**config.mk**
```make
export PLATFORM = sky130hd
export DESIGN_NAME = vloop_seq
export DESIGN_NICKNAME = d
export VERILOG_FILES = /design/src/rtl/vloop_pkg.sv /design/src/rtl/vloop_cond.sv /design/src/rtl/vloop_issue.sv /design/src/rtl/vloop_flags.sv /design/src/rtl/vloop_seq.sv
export SDC_FILE = /design/constraint.sdc
export NUM_CORES = 1
export LEC_CHECK = 0
export ABC_AREA = 1
export BUFFER_PORTS_ARGS = -buffer_cell sky130_fd_sc_hd__buf_2
export CAP_MARGIN = 20
export CORE_MARGIN = 10
export CORE_UTILIZATION = 35
export DETAILED_ROUTE_END_ITERATION = 8
export PLACE_DENSITY = 0.58
export REMOVE_ABC_BUFFERS = 1
export SKIP_CTS_REPAIR_TIMING = 1
export SYNTH_ARGS = -nofsm -noshare
export SYNTH_HDL_FRONTEND = slang
export SYNTH_SLANG_ARGS = --single-unit
```
**constraint.sdc**
```tcl
create_clock -name clk -period 3.8 [get_ports clk]
set_clock_uncertainty 0.05 [all_clocks]
set_input_delay 0.19 -clock clk [delete_from_list [all_inputs] [get_ports clk]]
set_output_delay 0.19 -clock clk [all_outputs]
set_load 0.01 [all_outputs]
```
**src/rtl/vloop_pkg.sv**
```systemverilog
package vloop_pkg;

  typedef enum logic {
    TEST_ZERO = 1'b0,
    TEST_NEG  = 1'b1
  } test_kind_e;

  typedef struct packed {
    logic       ff_en;
    test_kind_e kind;
    logic       invert;
  } loop_mode_t;

endpackage

```
**src/rtl/vloop_cond.sv**
```systemverilog
module vloop_cond
  import vloop_pkg::*;
#(
  parameter int DATA_W = 32
) (
  input  logic [DATA_W-1:0] value,
  input  test_kind_e        kind,
  input  logic              invert,
  output logic              pass
);

  logic raw;

  always_comb begin
    if (kind == TEST_NEG) raw = value[DATA_W-1];
    else                  raw = (value == '0);
    pass = raw ^ invert;
  end

endmodule

```
**src/rtl/vloop_issue.sv**
```systemverilog
module vloop_issue #(
  parameter int REG_AW = 7,
  parameter int VL_W   = 5
) (
  input  logic              clk,
  input  logic              rst,
  input  logic              launch,
  input  logic [REG_AW-1:0] base,
  input  logic [VL_W-1:0]   count,
  input  logic              kill,
  output logic              rd_en,
  output logic [REG_AW-1:0] rd_addr,
  output logic [VL_W-1:0]   rd_idx
);

  logic [VL_W-1:0] last_q;

  always_ff @(posedge clk) begin
    if (rst) begin
      rd_en   <= 1'b0;
      rd_addr <= '0;
      rd_idx  <= '0;
      last_q  <= '0;
    end else if (launch) begin
      rd_en   <= 1'b1;
      rd_addr <= base;
      rd_idx  <= '0;
      last_q  <= count - 1'b1;
    end else if (rd_en) begin
      if (kill || rd_idx == last_q) begin
        rd_en <= 1'b0;
      end else begin
        rd_idx  <= rd_idx + 1'b1;
        rd_addr <= rd_addr + 1'b1;
      end
    end
  end

  // reads continue to the next register in ascending order
  a_r1_ascending: assert property (@(posedge clk) disable iff (rst)
    (rd_en && !kill && !launch && rd_idx != last_q) |=>
      (rd_en && rd_addr == REG_AW'($past(rd_addr) + 1'b1)));

endmodule

```
**src/rtl/vloop_flags.sv**
```systemverilog
module vloop_flags #(
  parameter int MAX_VL = 16,
  parameter int VL_W   = 5
) (
  input  logic              clk,
  input  logic              rst,
  input  logic              clear,
  input  logic              set,
  input  logic [VL_W-1:0]   idx,
  input  logic              val,
  output logic [MAX_VL-1:0] bits
);

  for (genvar g = 0; g < MAX_VL; g++) begin : g_bit
    always_ff @(posedge clk) begin
      if (rst || clear)                   bits[g] <= 1'b0;
      else if (set && idx == VL_W'(g))    bits[g] <= val;
    end
  end

endmodule

```
**src/rtl/vloop_seq.sv**
```systemverilog
module vloop_seq
  import vloop_pkg::*;
#(
  parameter int DATA_W = 32,
  parameter int IMM_W  = 16,
  parameter int REG_AW = 7,
  parameter int MAX_VL = 16,
  localparam int VL_W  = $clog2(MAX_VL + 1)
) (
  input  logic              clk,
  input  logic              rst,
  input  logic              start_i,
  input  logic [VL_W-1:0]   vlen_i,
  input  logic [REG_AW-1:0] dst_base_i,
  input  logic [REG_AW-1:0] src_base_i,
  input  logic [IMM_W-1:0]  imm_i,
  input  logic              ff_en_i,
  input  logic              test_sel_i,
  input  logic              test_inv_i,
  output logic              rf_rd_en_o,
  output logic [REG_AW-1:0] rf_rd_addr_o,
  input  logic [DATA_W-1:0] rf_rd_data_i,
  output logic              rf_wr_en_o,
  output logic [REG_AW-1:0] rf_wr_addr_o,
  output logic [DATA_W-1:0] rf_wr_data_o,
  output logic              done_o,
  output logic [VL_W-1:0]   vlen_o,
  output logic [MAX_VL-1:0] cond_bits_o
);

  localparam logic [VL_W-1:0] VL_CAP = VL_W'(MAX_VL);

  logic              busy_q;
  logic [VL_W-1:0]   vl_q;
  logic [REG_AW-1:0] dst_q;
  logic [DATA_W-1:0] imm_q;
  loop_mode_t        mode_q;
  logic              ex_valid_q;
  logic [VL_W-1:0]   ex_idx_q;

  logic [VL_W-1:0]   vl_eff;
  logic              accept;
  logic              launch;
  logic [DATA_W-1:0] sum;
  logic              pass;
  logic              fail_stop;
  logic              last_elem;
  logic [VL_W-1:0]   rd_idx;

  always_comb begin
    vl_eff    = (vlen_i > VL_CAP) ? VL_CAP : vlen_i;
    accept    = start_i && !busy_q;
    launch    = accept && (vl_eff != '0);
    sum       = rf_rd_data_i + imm_q;
    fail_stop = ex_valid_q && mode_q.ff_en && !pass;
    last_elem = (ex_idx_q == vl_q - 1'b1);
  end

  vloop_issue #(.REG_AW(REG_AW), .VL_W(VL_W)) u_issue (
    .clk     (clk),
    .rst     (rst),
    .launch  (launch),
    .base    (src_base_i),
    .count   (vl_eff),
    .kill    (fail_stop),
    .rd_en   (rf_rd_en_o),
    .rd_addr (rf_rd_addr_o),
    .rd_idx  (rd_idx)
  );

  vloop_cond #(.DATA_W(DATA_W)) u_cond (
    .value  (sum),
    .kind   (mode_q.kind),
    .invert (mode_q.invert),
    .pass   (pass)
  );

  vloop_flags #(.MAX_VL(MAX_VL), .VL_W(VL_W)) u_flags (
    .clk   (clk),
    .rst   (rst),
    .clear (accept),
    .set   (ex_valid_q),
    .idx   (ex_idx_q),
    .val   (pass),
    .bits  (cond_bits_o)
  );

  always_ff @(posedge clk) begin
    if (rst) begin
      busy_q       <= 1'b0;
      vl_q         <= '0;
      dst_q        <= '0;
      imm_q        <= '0;
      mode_q       <= '0;
      ex_valid_q   <= 1'b0;
      ex_idx_q     <= '0;
      rf_wr_en_o   <= 1'b0;
      rf_wr_addr_o <= '0;
      rf_wr_data_o <= '0;
      done_o       <= 1'b0;
      vlen_o       <= '0;
    end else begin
      done_o     <= 1'b0;
      rf_wr_en_o <= 1'b0;
      ex_valid_q <= rf_rd_en_o && !fail_stop;
      ex_idx_q   <= rd_idx;
      if (accept) begin
        vl_q   <= vl_eff;
        dst_q  <= dst_base_i;
        imm_q  <= {{(DATA_W-IMM_W){imm_i[IMM_W-1]}}, imm_i};
        mode_q <= '{ff_en: ff_en_i, kind: test_kind_e'(test_sel_i), invert: test_inv_i};
        if (vl_eff == '0) begin
          done_o <= 1'b1;
          vlen_o <= '0;
        end else begin
          busy_q <= 1'b1;
        end
      end
      if (ex_valid_q) begin
        rf_wr_en_o   <= 1'b1;
        rf_wr_addr_o <= dst_q + REG_AW'(ex_idx_q);
        rf_wr_data_o <= sum;
        if (fail_stop) begin
          done_o <= 1'b1;
          vlen_o <= ex_idx_q;
          busy_q <= 1'b0;
        end else if (last_elem) begin
          done_o <= 1'b1;
          vlen_o <= vl_q;
          busy_q <= 1'b0;
        end
      end
    end
  end

  // a failing element in early-exit mode ends the run at its index
  a_r4_cut: assert property (@(posedge clk) disable iff (rst)
    (ex_valid_q && mode_q.ff_en && !pass) |=> (done_o && vlen_o == $past(ex_idx_q)));

  // the failing element is still written
  a_r5_fail_written: assert property (@(posedge clk) disable iff (rst)
    (ex_valid_q && mode_q.ff_en && !pass) |=> rf_wr_en_o);

  // without early exit the reported length is the requested one
  a_r6_full_len: assert property (@(posedge clk) disable iff (rst)
    (done_o && !mode_q.ff_en) |-> (vlen_o == vl_q));

  // done is a single-cycle pulse
  a_r7_done_pulse: assert property (@(posedge clk) disable iff (rst)
    (done_o && !start_i) |=> !done_o);

  // zero length completes at once with no write
  a_r8_zero_len: assert property (@(posedge clk) disable iff (rst)
    (start_i && !busy_q && vl_eff == '0) |=> (done_o && vlen_o == '0 && !rf_wr_en_o));

  // condition bits at or beyond the final length are zero
  a_r9_tail_zero: assert property (@(posedge clk) disable iff (rst)
    done_o |-> ((cond_bits_o >> vlen_o) == '0));

  // operands stay put while a run is in progress
  a_r10_hold: assert property (@(posedge clk) disable iff (rst)
    (busy_q && start_i) |=> ($stable(vl_q) && $stable(dst_q) && $stable(imm_q)));

  // the captured length never exceeds the maximum
  a_r11_clamp: assert property (@(posedge clk) disable iff (rst)
    vl_q <= VL_CAP);

endmodule

```
* Word-level counts from Yosys, hierarchy flattened
Index checks and enable logic that the tools add are counted.
** Word-level totals
- Logic and storage cells :: 119
- Output and inout port bits :: 70
- Flip-flop bits (word level) :: 118
** Cells by class
- Add/subtract/negate cells :: 6
- $lt $le $gt $ge :: 1
- Mux-type cells :: 24
- Equal/unequal tests :: 18
- Reduce and logical (&&, ||, !) cells :: 34
- Bitwise gates (word level) :: 2
** Operators by type and width (number)
- equality test 5 x 4 -> 1 bit (second input constant) :: 8
- adder 32 bit :: 1
- logical NOT 32 bit :: 1
- 2-to-1 mux 5 bit :: 6
- logical AND 1 bit :: 21
- 2-to-1 mux 7 bit :: 3
- equality test 5 x 3 -> 1 bit (second input constant) :: 4
- 2-to-1 mux 1 bit :: 15
- equality test 5 x 2 -> 1 bit (second input constant) :: 2
- equality test 5 bit :: 2
- logical NOT 5 bit :: 2
- subtractor 5 x 1 -> 5 bit (second input constant) :: 2
- adder 7 x 1 -> 7 bit (second input constant) :: 1
- adder 7 x 5 -> 7 bit :: 1
- adder 5 x 1 -> 5 bit (second input constant) :: 1
- equality test 5 x 1 -> 1 bit (second input constant) :: 1
- > comparator 5 bit (second input constant) :: 1
- nonzero test 5 bit :: 1
- AND reduction 2 bit :: 2
- logical NOT 1 bit :: 3
- logical OR 1 bit :: 2
- inequality test 2 bit (second input constant) :: 1
- nonzero test 2 bit :: 1
- OR reduction 2 bit :: 1
- other kinds (2) :: 2

* Longest topological paths before layout
Gate-level depths: netlist (run 1).
- Word-level depth :: 10
- Gate-level depth with buffers :: 25
- Mapped depth without buffers :: 25

* Cells and area by module
A second synthesis (run 1) with hierarchy kept.
** Unflattened totals
- Cell total of the unflattened synthesis :: 1337
- Area total of the unflattened synthesis :: 8023.9 um^2
** By module, submodules not included
- vloop_seq :: instances 1, cells an instance 996, area each 5945.7 um^2, sequential area each 1681.6 um^2
- vloop_issue :: instances 1, cells an instance 158, area each 1032.2 um^2, sequential area each 360.3 um^2
- vloop_flags :: instances 1, cells an instance 149, area each 909.6 um^2, sequential area each 320.3 um^2
- vloop_cond :: instances 1, cells an instance 34, area each 136.4 um^2, sequential area each 0.0 um^2

* Worst setup path after synthesis (run 1)
OpenSTA, ideal clock, no wires.
- Path type :: flip-flop to flip-flop
- Start point :: register, netlist name imm_q[15]
- End point :: register u_issue.rd_addr[5]
- Arrival :: 2.632 ns
- Setup slack :: 0.985 ns
- Required time :: 3.617 ns
- Path buffers :: 1
- Stages on the path, launching flop included :: 21
- Cell sequence :: dfxtp_1 > ha_1 > nand2_1 > inv_1 > nand2_1 > nand2_1 > a21oi_1 > nor2_1 > nor2_1 > nand3_1 > nand2_1 > nand2_1 > nor2_1 > nand3_2 > nand2_1 > nand2_2 > nand3_4 > nand3_4 > buf_12 > nand3_2 > a21oi_2
** On the way
- Longest elaborated chain between the ends :: 9
** RTL lines
- adder 32 bit (*) :: line vloop_seq.sv:54 : sum = rf_rd_data_i + imm_q;
- logical NOT 32 bit :: line vloop_cond.sv:16 : else raw = (value == '0);
- 2-to-1 mux 1 bit (*) :: line vloop_cond.sv:15 : if (kind == TEST_NEG) raw = value[DATA_W-1];
- XOR 1 bit (*) :: line vloop_cond.sv:17 : pass = raw ^ invert;
- logical NOT 1 bit (*) :: line vloop_seq.sv:55 : fail_stop = ex_valid_q && mode_q.ff_en && !pass;
- logical AND 1 bit (*) :: line vloop_seq.sv:55
- logical OR 1 bit (*) :: line vloop_issue.sv:30 : if (kill || rd_idx == last_q) begin
- inequality test 2 bit (no line) (*)
- AND reduction 2 bit (no line) (*)
- end signal: assignment :: line vloop_issue.sv:26 : rd_addr <= base;
- end signal: assignment :: line vloop_issue.sv:34 : rd_addr <= rd_addr + 1'b1;
- end: declaration :: line vloop_issue.sv:12 : output logic [REG_AW-1:0] rd_addr,
Every way passes the cells marked *; elsewhere a longest branch is shown, timed or not.
A chain may end at the register's enable or synchronous reset.

* Worst setup path in the final report (run 1)
- Start point :: register imm_q[0]
- End point :: register u_issue.rd_idx[2]
** On the way
- Longest elaborated chain between the ends :: 9
** RTL lines
- start: declaration :: line vloop_seq.sv:36 : logic [DATA_W-1:0] imm_q;
- start signal: assignment :: line vloop_seq.sv:110 : imm_q <= {{(DATA_W-IMM_W){imm_i[IMM_W-1]}}, imm_i};
- adder 32 bit (*) :: line vloop_seq.sv:54
- logical NOT 32 bit :: line vloop_cond.sv:16
- 2-to-1 mux 1 bit (*) :: line vloop_cond.sv:15
- XOR 1 bit (*) :: line vloop_cond.sv:17
- logical NOT 1 bit (*) :: line vloop_seq.sv:55
- logical AND 1 bit (*) :: line vloop_seq.sv:55
- logical OR 1 bit (*) :: line vloop_issue.sv:30
- inverter 1 bit (no line) (*)
- AND reduction 2 bit (no line) (*)
- end signal: assignment :: line vloop_issue.sv:33 : rd_idx <= rd_idx + 1'b1;
- end: declaration :: line vloop_issue.sv:13 : output logic [VL_W-1:0] rd_idx
Marked as above.

==> summary.md, run 1 <==
| Metric | Value |
|---|---|
| Largest family of logic cells by synthesized area | `simple AND/OR/NAND/NOR gates` |
| Hpwl dp | `19300 microns` |
| Routed via count | `8102` |
| DIE AREA | `28470 sq um` |
| DRC errors left | `0` |
| Syn Inst Count | `1246` |
| R2R Path End | `u_issue.rd_idx[2]` |
| Slew HR | `between 30 and 40%` |
| Global route overflow | `0` |
| GR Util All Layers | `17.16%` |
| Vias in the first global route | `7808` |
| Hold Violations, Final | `0` |
| Pin count of the biggest net entering global routing | `59` |
| Post-DR wirelength/cell | `14.57 microns` |
| Fin Setup TNS | `0 ns` |
| Synth area leaders | `dfxtp_1 31%, nand2_1 18%, inv_1 10%, ha_1 6.5%, nor2_1 5.7%` |
| Synthesized flop and latch total | `118` |
| H-tree Lvls | `4` |
| Fin Hold WS | `0.03340 ns` |
| Antenna violations before repair | `0` |
| Die Y | `about 170 microns` |
| Final Slew Violations | `0` |
| Data required, critical path | `~4.1 ns` |
| 1st-iter DRT viols | `514` |
| CTS tree | `done` |
| Post-synth top area cell | `dfxtp_1` |
| DRT antenna net count | `0` |
| CTS sink cnt | `around 120` |
| Synth Area in Adders | `around 7%` |
| Most common cell in the netlist | `nand2_1` |
| Hold path depth | `3` |
| Avg Cell Area, Syn | `6.215 sq um` |
| Status | `complete, no violations` |
| Post-synth top cells | `381 x nand2_1, 208 x inv_1, 118 x dfxtp_1, 118 x nor2_1, 83 x nand3_1` |
| Setup CP Type | `flop to flop` |
| CP endpoint | `u_issue.rd_idx[2]` |
| Number of synthesized flops with an enable pin | `0` |
| Post-synth top flop | `dfxtp_1` |
| Share of cells above drive strength 1 | `approximately 16%` |
| Nets | `1531` |
| CTS buffer count | `17` |
| First-pass GRT wire length | `39890 microns` |
| HP Class | `primary input to flop` |
| XOR/XNOR Fraction of Synth Area | `under 10%` |
| Worst-Margin Slew | `0.9540 ns` |
| Die W | `168.7 microns` |
| Crit path launch type | `flop` |
| Ant. Diodes | `0` |
| Initial core utilization | `35.48%` |
| Setup violators final | `0` |
| Crit path from | `imm_q[0]` |
| Standard-cell row count | `54` |
| Min Tclk post-route | `~3.4 ns` |
| Core ar. | `approximately 22000 sq um` |
| Pre-antenna DRT Iters | `5` |
| GP Congestion | `just under 0.9` |
| Max_cap viols | `0` |
| Clock Latency Late Sink | `between 0.4 and 0.5 ns` |
| Crit path max fanout | `9` |
| RR Startpoint | `imm_q[0]` |
| Share of the synthesized area in the top cell type | `30.51%` |
| Achievable Freq | `291.4 MHz` |
| Max Buffers Root-to-Sink | `2` |
| Multiplexer share of the synthesized area | `0%` |
| Warnings, synthesis | `0` |
| Ys async rst share | `0%` |
| Crit. End Element | `flop` |
| Post-synthesis simple-gate area fraction | `~36%` |
| PortBufs | `142` |
| Synth Area in Compound Gates | `12.41%` |
| R2r setup slk | `0.37 ns` |
| Total Wirelength | `24900 microns` |
| FF-to-FF path depth | `23` |
| Synth cell types | `42` |
| Register area share after synthesis | `30.51%` |
| RSZ-0062 raised after global routing | `false` |
| Leak Pwr | `approximately 0.0052 uW` |
| CTS clk-pin slew, worst paths | `approximately 0.060 ns` |
| Area Overhead vs Synth | `25.13%` |
| Mapped Area | `7744 sq um` |
| Crit share post-route | `90.31%` |
| Vias per Instance | `4.741` |
| Pwr/cell area | `406.8 nW/um^2` |
| Peak VDD IR | `0.2719 mV` |
| Root Buffer | `clkbuf_16` |
| Num ports | `143` |
| Critical Path AT | `around 3.7 ns` |
==> cells by family (layout without fill, tap and decap cells) <==
family / Yosys count / after routing
AO/OA/AOI/OAI: 172 / 172
XOR/XNOR: 18 / 18
adder cells (fa/ha/maj): 42 / 42
buffers and inverters: 245 / 428
flip-flops: 118 / 118
AND/OR/NAND/NOR: 651 / 651
==> worst min path at each step <==
stage / startpoint / endpoint / slack, ns
2_1_floorplan: rst / u_issue.rd_addr[3] / 0.20
4_1_cts: imm_i[12] / imm_q[12] / -0.11
3_3_place_gp: imm_i[5] / imm_q[5] / 0.33
5_1_grt: start_i / busy_q / 0.04
3_5_place_dp: imm_i[5] / imm_q[5] / 0.33
6_report: vlen_i[4] / vl_q[4] / 0.03
==> routing by layer <==
layer  up-vias  global-route usage (%)  part of all wire, %
li1       4274                       -                    -
met1      3628                   22.87                   49
met2       184                   27.07                   44
met3        16                   4.423                  5.5
met4         0                   4.012                  1.1
met5         -                       0                    0
==> flip-flops by register name (all words and copies together), names as in the netlist, 7 cells and up <==
signal and count:
dst_q 7, rf_wr_data_o 32, u_flags.bits 16, u_issue.rd_addr 7, imm_q 16, rf_wr_addr_o 7
==> worst max-delay path: stages (launching register included) <==
cell      delay, ns
dfxtp_1        0.33
ha_1           0.22
inv_1          0.08
fa_1           0.42
inv_1          0.13
nand2_1        0.07
nand2_1        0.07
nand3_1        0.09
nand2_1        0.15
nand2_1        0.09
nand2_1        0.13
nand2_1        0.07
nand2_1        0.10
nand2_1        0.08
nor2_1         0.12
nand3_1        0.09
nor2_2         0.13
nand3_2        0.11
nand3_2        0.10
nand3_4        0.16
nand3_4        0.19
clkinv_1       0.17
nand2_1        0.12
a21oi_2        0.06
==> report_power, final <==
group,internal [uW],switching [uW]
combinational,275,500
sequential,1300,47.5
clock,1170,643
total,2750,1190
==> cells in the final DEF, fill, tap and decap left out, types with 6 or more instances in the layout <==
| master | Yosys | final |
|---|---|---|
| buf_2 | 4 | 142 |
| clkbuf_16 | 0 | 17 |
| xnor2_1 | 6 | 6 |
| nand3_1 | 83 | 83 |
| o211ai_1 | 9 | 9 |
| buf_4 | 0 | 11 |
| ha_1 | 40 | 40 |
| nand3b_1 | 6 | 6 |
| o22ai_1 | 7 | 7 |
| inv_1 | 208 | 208 |
| dlygate4sd3_1 | 0 | 28 |
| nand2_1 | 381 | 381 |
| nor3_1 | 10 | 10 |
| a21oi_2 | 7 | 7 |
| nor2_2 | 9 | 10 |
| xor2_1 | 12 | 12 |
| o21ai_0 | 68 | 68 |
| nand4_1 | 13 | 13 |
| a21oi_1 | 62 | 62 |
| nand3_2 | 8 | 8 |
| a31oi_1 | 7 | 7 |
| dfxtp_1 | 118 | 117 |
| nor2_1 | 118 | 117 |
| nand2_2 | 13 | 13 |
==> cell type report <==
class,instances,area [sq um]
fill,2324,12130
multi-input combinational,883,4443
sequential,118,2364
timing repair buffer,181,1074
inverter,215,807.0
clock buffer,18,429.2
tap,280,350.3
clock inverter,14,222.7
==> per-stage QoR <==
| stage | cells | util [%] | total power, uW | worst slack [ns] | area (sq um) |
|---|---|---|---|---|---|
| floorplan | 1216 | - | 1855 | 0.8939 | 7610 |
| global placement | 1645 | 39.99 | 2121 | 0.4539 | 8727 |
| detailed placement | 1645 | 39.99 | 2126 | 0.3196 | 8727 |
| CTS | 1677 | 42.98 | 3954 | 0.2985 | 9379 |
| global route | 1709 | 44.40 | 4142 | 0.04933 | 9689 |
| finish | 1709 | 44.40 | 3941 | 0.3682 | 9689 |
(Power assumes the default switching activity.)
==> run 2, diff against run 1 <==
--- a/config.mk
+++ b/config.mk
@@ -6,6 +6,7 @@
 export NUM_CORES = 1
 export LEC_CHECK = 0
 export ABC_AREA = 1
+export ABC_CLOCK_PERIOD_IN_PS = 3400
 export BUFFER_PORTS_ARGS = -buffer_cell sky130_fd_sc_hd__buf_2
 export CAP_MARGIN = 20
 export CORE_MARGIN = 10
==> constraint.sdc (replaced) <==
create_clock -name clk -period 3.4 [get_ports clk]
set_clock_uncertainty 0.05 [all_clocks]
set_input_delay 0.17 -clock clk [delete_from_list [all_inputs] [get_ports clk]]
set_output_delay 0.17 -clock clk [all_outputs]
set_load 0.01 [all_outputs]
==> run 2 against run 1 <==
Worst hold slack lost 0.036 ns. Sequential share of layout area shrank 0.26 points. Non-clock buffer count grew 4. Critical endpoint is now u_issue.rd_addr[3]. The flow now finishes with violations (negative hold slack).
==> summary.md, run 2 (synthesis results as in run 1) <==
| Metric | Value |
|---|---|
| Global route overflow | `0` |
| Slew HR | `29.96%` |
| Pin count of the biggest net entering global routing | `~50` |
| Overall power | `4397 uW` |
| Crit path launch type | `flop` |
| Critical Path AT | `~3.4 ns` |
| CTS buffer count | `17` |
| Vias per Instance | `just under 5` |
| PortBufs | `142` |
| Met3 global-route usage | `between 4 and 5%` |
| Data required, critical path | `3.64 ns` |
| Crit share post-route | `93.34%` |
| Total Wirelength | `24940 microns` |
| Area occupied by multi-input gates | `4512 sq um` |
| Final Slew Violations | `0` |
| Cell Area, Placed | `~8700 sq um` |
| Crit. End Element | `flop` |
| Largest registers | `rf_wr_data_o: 32 flops, imm_q: 16 flops, u_flags.bits: 16 flops` |
| Min Tclk post-route | `roughly 3.2 ns` |
| Die W | `between 150 and 200 microns` |
| Leak Pwr | `0.005233 uW` |
| Final core area utilization | `around 45%` |
| Pwr/cell area | `~450 nW/um^2` |
| Setup CP Type | `flop to flop` |
| Fin Setup TNS | `0 ns` |
| Standard-cell row count | `54` |
| Non-Filler Instances | `about 1700` |
| CTS clk-pin slew, worst paths | `0.06 ns` |
| DRC errors left | `0` |
| Routed via count | `8295` |
| Register with the most flip-flops | `rf_wr_data_o` |
| Max reg flops | `32` |
| Register area | `between 2000 and 2500 sq um` |
| Post-DR wirelength/cell | `14.55 microns` |
| Share of cells above drive strength 1 | `18.13%` |
| DIE AREA | `about 28000 sq um` |
| Fill cells | `~2400` |
| CTS sink cnt | `118` |
| Nets | `1536` |
| Vias in the first global route | `about 7900` |
| Clock Latency Late Sink | `around 0.42 ns` |
| Core ar. | `21820 sq um` |
| Placed cells | `1646` |
| Initial core utilization | `35.48%` |
| GP Congestion | `approximately 0.96` |
| Area Overhead vs Synth | `26.53%` |
| First-pass GRT wire length | `40100 microns` |
| H-tree Lvls | `4` |
| Failing checks | `negative hold slack` |
| Fin Hold WS | `-0.002512 ns` |
| Setup violators final | `0` |
| Hpwl dp | `19200 microns` |
| Commonest non-fill, non-tap cells in the layout | `378 x nand2_1, 207 x inv_1, 142 x buf_2, 116 x dfxtp_1, 113 x nor2_1` |
| DRT antenna net count | `0` |
| Antenna violations before repair | `0` |
| Peak VDD IR | `roughly 0.36 mV` |
| GR Util All Layers | `17.19%` |
| Hold Violations, Final | `1` |
| Worst-Margin Slew | `1.048 ns` |
| M2 GR Usage | `26.11%` |
| Status | `finished with violations` |
| Root Buffer | `clkbuf_16` |
| Max Buffers Root-to-Sink | `2` |
| Grt met1 use | `23.42%` |
| CTS tree | `done` |
| HP Class | `primary input to flop` |
| Achievable Freq | `315.1 MHz` |
| Num ports | `~140` |
| Crit path max fanout | `18` |
| Die Y | `between 150 and 200 microns` |
| Ant. Diodes | `0` |
| Most common cell after layout, fill and taps aside | `nand2_1` |
| Max_cap viols | `0` |
| Global route hottest layer | `met2` |
| Post-layout instance area | `9798 sq um` |
| Pre-antenna DRT Iters | `5` |
| 1st-iter DRT viols | `480` |
run 2: cell types whose count changed in the layout (fill, tap and decap cells not counted), sizes merged:
cell,change
clkbuf,+1
nand3,+1
buf,+5
inv,-1
clkinv,+3
dlygate4sd3,-1
clkinvlp,-2
bufinv,-1
run 2: final cells by class:
| class | count | area share [%] |
|---|---|---|
| multi-input combinational | 884 | 46.05 |
| sequential | 118 | 24.13 |
| timing repair buffer | 185 | 11.37 |
| inverter | 215 | 8.275 |
| clock buffer | 19 | 4.623 |
| tap | 280 | 3.576 |
| clock inverter | 13 | 1.979 |
run 2: power by group:
group          internal [uW]  switching (uW)  total, uW
registers               1460            59.1       1520
clock network           1270             722       2000
logic                    321             563        884
total                   3050            1340       4400
run 2: critical path, stage by stage (launching register included):
cell,delay (ns)
dfxtp_1,0.32
buf_12,0.15
ha_2,0.38
nand2_1,0.12
nor2_2,0.17
inv_1,0.08
nor3_2,0.20
nand3_1,0.13
nand3_1,0.10
nand2_1,0.05
nand2_1,0.15
nand3_1,0.14
nor2_2,0.12
nand3_2,0.09
nand2_1,0.08
nand2_2,0.08
nand3_4,0.14
nand3_4,0.15
buf_4,0.20
nand3_2,0.06
a21oi_2,0.05
run 2: worst paths after layout:
| check | start | to | slack [ns] | cells after the start |
|---|---|---|---|---|
| setup / recovery | imm_q[15] | u_issue.rd_addr[3] | 0.23 | 20 |
| hold / removal | start_i | busy_q | -0.003 | 3 |
| setup reg to reg | imm_q[15] | u_issue.rd_addr[3] | 0.23 | 20 |
| hold reg to reg | imm_q[4] | imm_q[4] | 0.42 | 2 |
run 2: metal layers:
metal / vias to the layer above / share of wire, % / wire length (microns)
met5: - / 0 / 0
met4: 0 / 1.5 / 369
met3: 28 / 5.8 / 1439
met2: 222 / 43 / 10620
met1: 3751 / 50 / 12510
li1: 4294 / - / -
run 2: per-stage QoR:
step | hold WS [ns] | setup WS, ns
3_5_place_dp | 0.3137 | -0.06245
5_1_grt | 0.02461 | -0.01428
6_report | -0.002512 | 0.2265
3_3_place_gp | 0.3100 | -0.07547
2_1_floorplan | 0.1824 | 0.4939
4_1_cts | -0.1326 | -0.08338
==> run 3, diff against run 2 <==
--- a/config.mk
+++ b/config.mk
@@ -6,7 +6,7 @@
 export NUM_CORES = 1
 export LEC_CHECK = 0
 export ABC_AREA = 1
-export ABC_CLOCK_PERIOD_IN_PS = 3400
+export ABC_CLOCK_PERIOD_IN_PS = 3900
 export BUFFER_PORTS_ARGS = -buffer_cell sky130_fd_sc_hd__buf_2
 export CAP_MARGIN = 20
 export CORE_MARGIN = 10
==> constraint.sdc (replaced) <==
create_clock -name clk -period 3.9 [get_ports clk]
set_clock_uncertainty 0.05 [all_clocks]
set_input_delay 0.195 -clock clk [delete_from_list [all_inputs] [get_ports clk]]
set_output_delay 0.195 -clock clk [all_outputs]
set_load 0.01 [all_outputs]
==> run 3 against run 2 <==
The flow now finishes without violations. Combinational power down 16%. Largest power group unchanged. Sequential power down 13%. Worst hold slack better by 0.013 ns.
==> summary.md, run 3 (synthesis results as in run 1) <==
| Metric | Value |
|---|---|
| Fill cells | `2337` |
| Pin count of the biggest net entering global routing | `59` |
| Achievable Freq | `roughly 290 MHz` |
| Antenna violations before repair | `0` |
| DRT antenna net count | `0` |
| PortBufs | `142` |
| Post-DR wirelength/cell | `14.37 microns` |
| DIE AREA | `28470 sq um` |
| Max Buffers Root-to-Sink | `2` |
| Crit path launch type | `flop` |
| GP Congestion | `between 0.8 and 0.9` |
| Commonest non-fill, non-tap cells in the layout | `381 x nand2_1, 208 x inv_1, 142 x buf_2, 117 x nor2_1, 117 x dfxtp_1` |
| Fin Setup TNS | `0 ns` |
| GR Util All Layers | `16.97%` |
| Setup CP Type | `flop to flop` |
| Max_cap viols | `0` |
| Global route overflow | `0` |
| Area Overhead vs Synth | `24.93%` |
| Standard-cell row count | `54` |
| Num ports | `143` |
| RSZ-0062 raised after global routing | `false` |
| Sw Share | `29.42%` |
| Data required, critical path | `4.17 ns` |
| CTS buffer count | `17` |
| Sequential Power Share | `34.0%` |
| Crit share post-route | `89.47%` |
| Critical Path AT | `3.76 ns` |
| H-tree Lvls | `4` |
| Root Buffer | `clkbuf_16` |
| Hold Violations, Final | `0` |
| Core ar. | `21820 sq um` |
| 1st-iter DRT viols | `540` |
| Pwr/cell area | `401.0 nW/um^2` |
| HP Class | `primary input to flop` |
| Crit path top cell by count | `nand2_1` |
| Area occupied by multi-input gates | `4443 sq um` |
| Initial core utilization | `35.48%` |
| Status | `complete, no violations` |
| Setup violators final | `0` |
| Overall power | `~3900 uW` |
| Vias in the first global route | `approximately 7700` |
| DRC errors left | `0` |
| Vias per Instance | `between 4 and 5` |
| Final Slew Violations | `0` |
| CP max-delay cell | `fa_1` |
| Max reg flops | `32` |
| Most common cell after layout, fill and taps aside | `nand2_1` |
| Routed via count | `8059` |
| NetSw | `1141 uW` |
| Register area | `2364 sq um` |
| Peak VDD IR | `0.2598 mV` |
| Register with the most flip-flops | `rf_wr_data_o` |
| Crit path max fanout | `14` |
| Die W | `168.7 microns` |
| CTS clk-pin slew, worst paths | `0.06 ns` |
| Setup ws final | `0.4105 ns` |
| CP max stage delay | `0.41 ns` |
| CTS tree | `done` |
| Share of total power in the clock network | `between 40 and 50%` |
| Largest registers | `rf_wr_data_o: 32 flops, imm_q: 16 flops, u_flags.bits: 16 flops` |
| Hpwl dp | `19110 microns` |
| Total Wirelength | `24480 microns` |
| Die Y | `168.7 microns` |
| Pre-antenna DRT Iters | `7` |
| Min Tclk post-route | `3.489 ns` |
| First-pass GRT wire length | `between 30000 and 40000 microns` |
| Worst-Margin Slew | `roughly 1.0 ns` |
| Internal | `approximately 2700 uW` |
| Nets | `approximately 1500` |
| Clock Latency Late Sink | `around 0.42 ns` |
| Leak Pwr | `about 0.0052 uW` |
| DP Worst Slack | `0.4013 ns` |
| Slew HR | `32.29%` |
| Comb pwr share | `between 10% and 20%` |
| Ant. Diodes | `0` |
| CTS sink cnt | `118` |
| Crit. End Element | `flop` |
| R2r setup slk | `~0.4 ns` |
| Share of cells above drive strength 1 | `16.08%` |
## run 3: worst paths after layout
check	startpoint	end	cells past startpoint
hold / removal	vlen_i[4]	vl_q[4]	3
setup / recovery	imm_q[0]	u_issue.rd_addr[2]	25
hold reg to reg	mode_q[2]	mode_q[2]	2
setup reg to reg	imm_q[0]	u_issue.rd_addr[2]	25
## run 3: power groups by stage
stage               clock network (uW)  logic [uW]  registers, uW
floorplan                            0         451           1360
global placement                     0         723           1340
detailed placement                   0         723           1340
CTS                               1850         727           1320
global route                      1920         851           1320
finish                            1820         744           1320
## run 3: layout make-up
type                       count  area share (%)
timing repair buffer         176           10.68
tap                          280           3.621
sequential                   118           24.43
multi-input combinational    883           45.93
clock buffer                  18           4.436
inverter                     215           8.342
clock inverter                14           2.561
## run 3: critical path: cells and delay by family (launching register included)
kind                     cells  cell delay [ns]
adder cells (fa/ha/maj)      2             0.62
buffers and inverters        2             0.19
flip-flops                   1             0.33
AND/OR/NAND/NOR             21             2.16
## run 3: layer usage
| layer | track usage (%) | part of all wire (%) | vias up |
|---|---|---|---|
| li1 | - | - | 4265 |
| met1 | 22.76 | 50 | 3600 |
| met2 | 26.54 | 44 | 176 |
| met3 | 4.284 | 5.5 | 18 |
| met4 | 4.277 | 1.2 | 0 |
| met5 | 0 | 0 | - |
## run 3: metrics by stage
step	instances	hold slack (ns)	cell area, sq um	util (%)
2_1_floorplan	1216	0.2074	7610	-
3_3_place_gp	1645	0.3350	8727	39.99
3_5_place_dp	1645	0.3389	8727	39.99
4_1_cts	1677	-0.1037	9404	43.09
5_1_grt	1704	0.02950	9674	44.33
6_report	1704	0.01041	9674	44.33
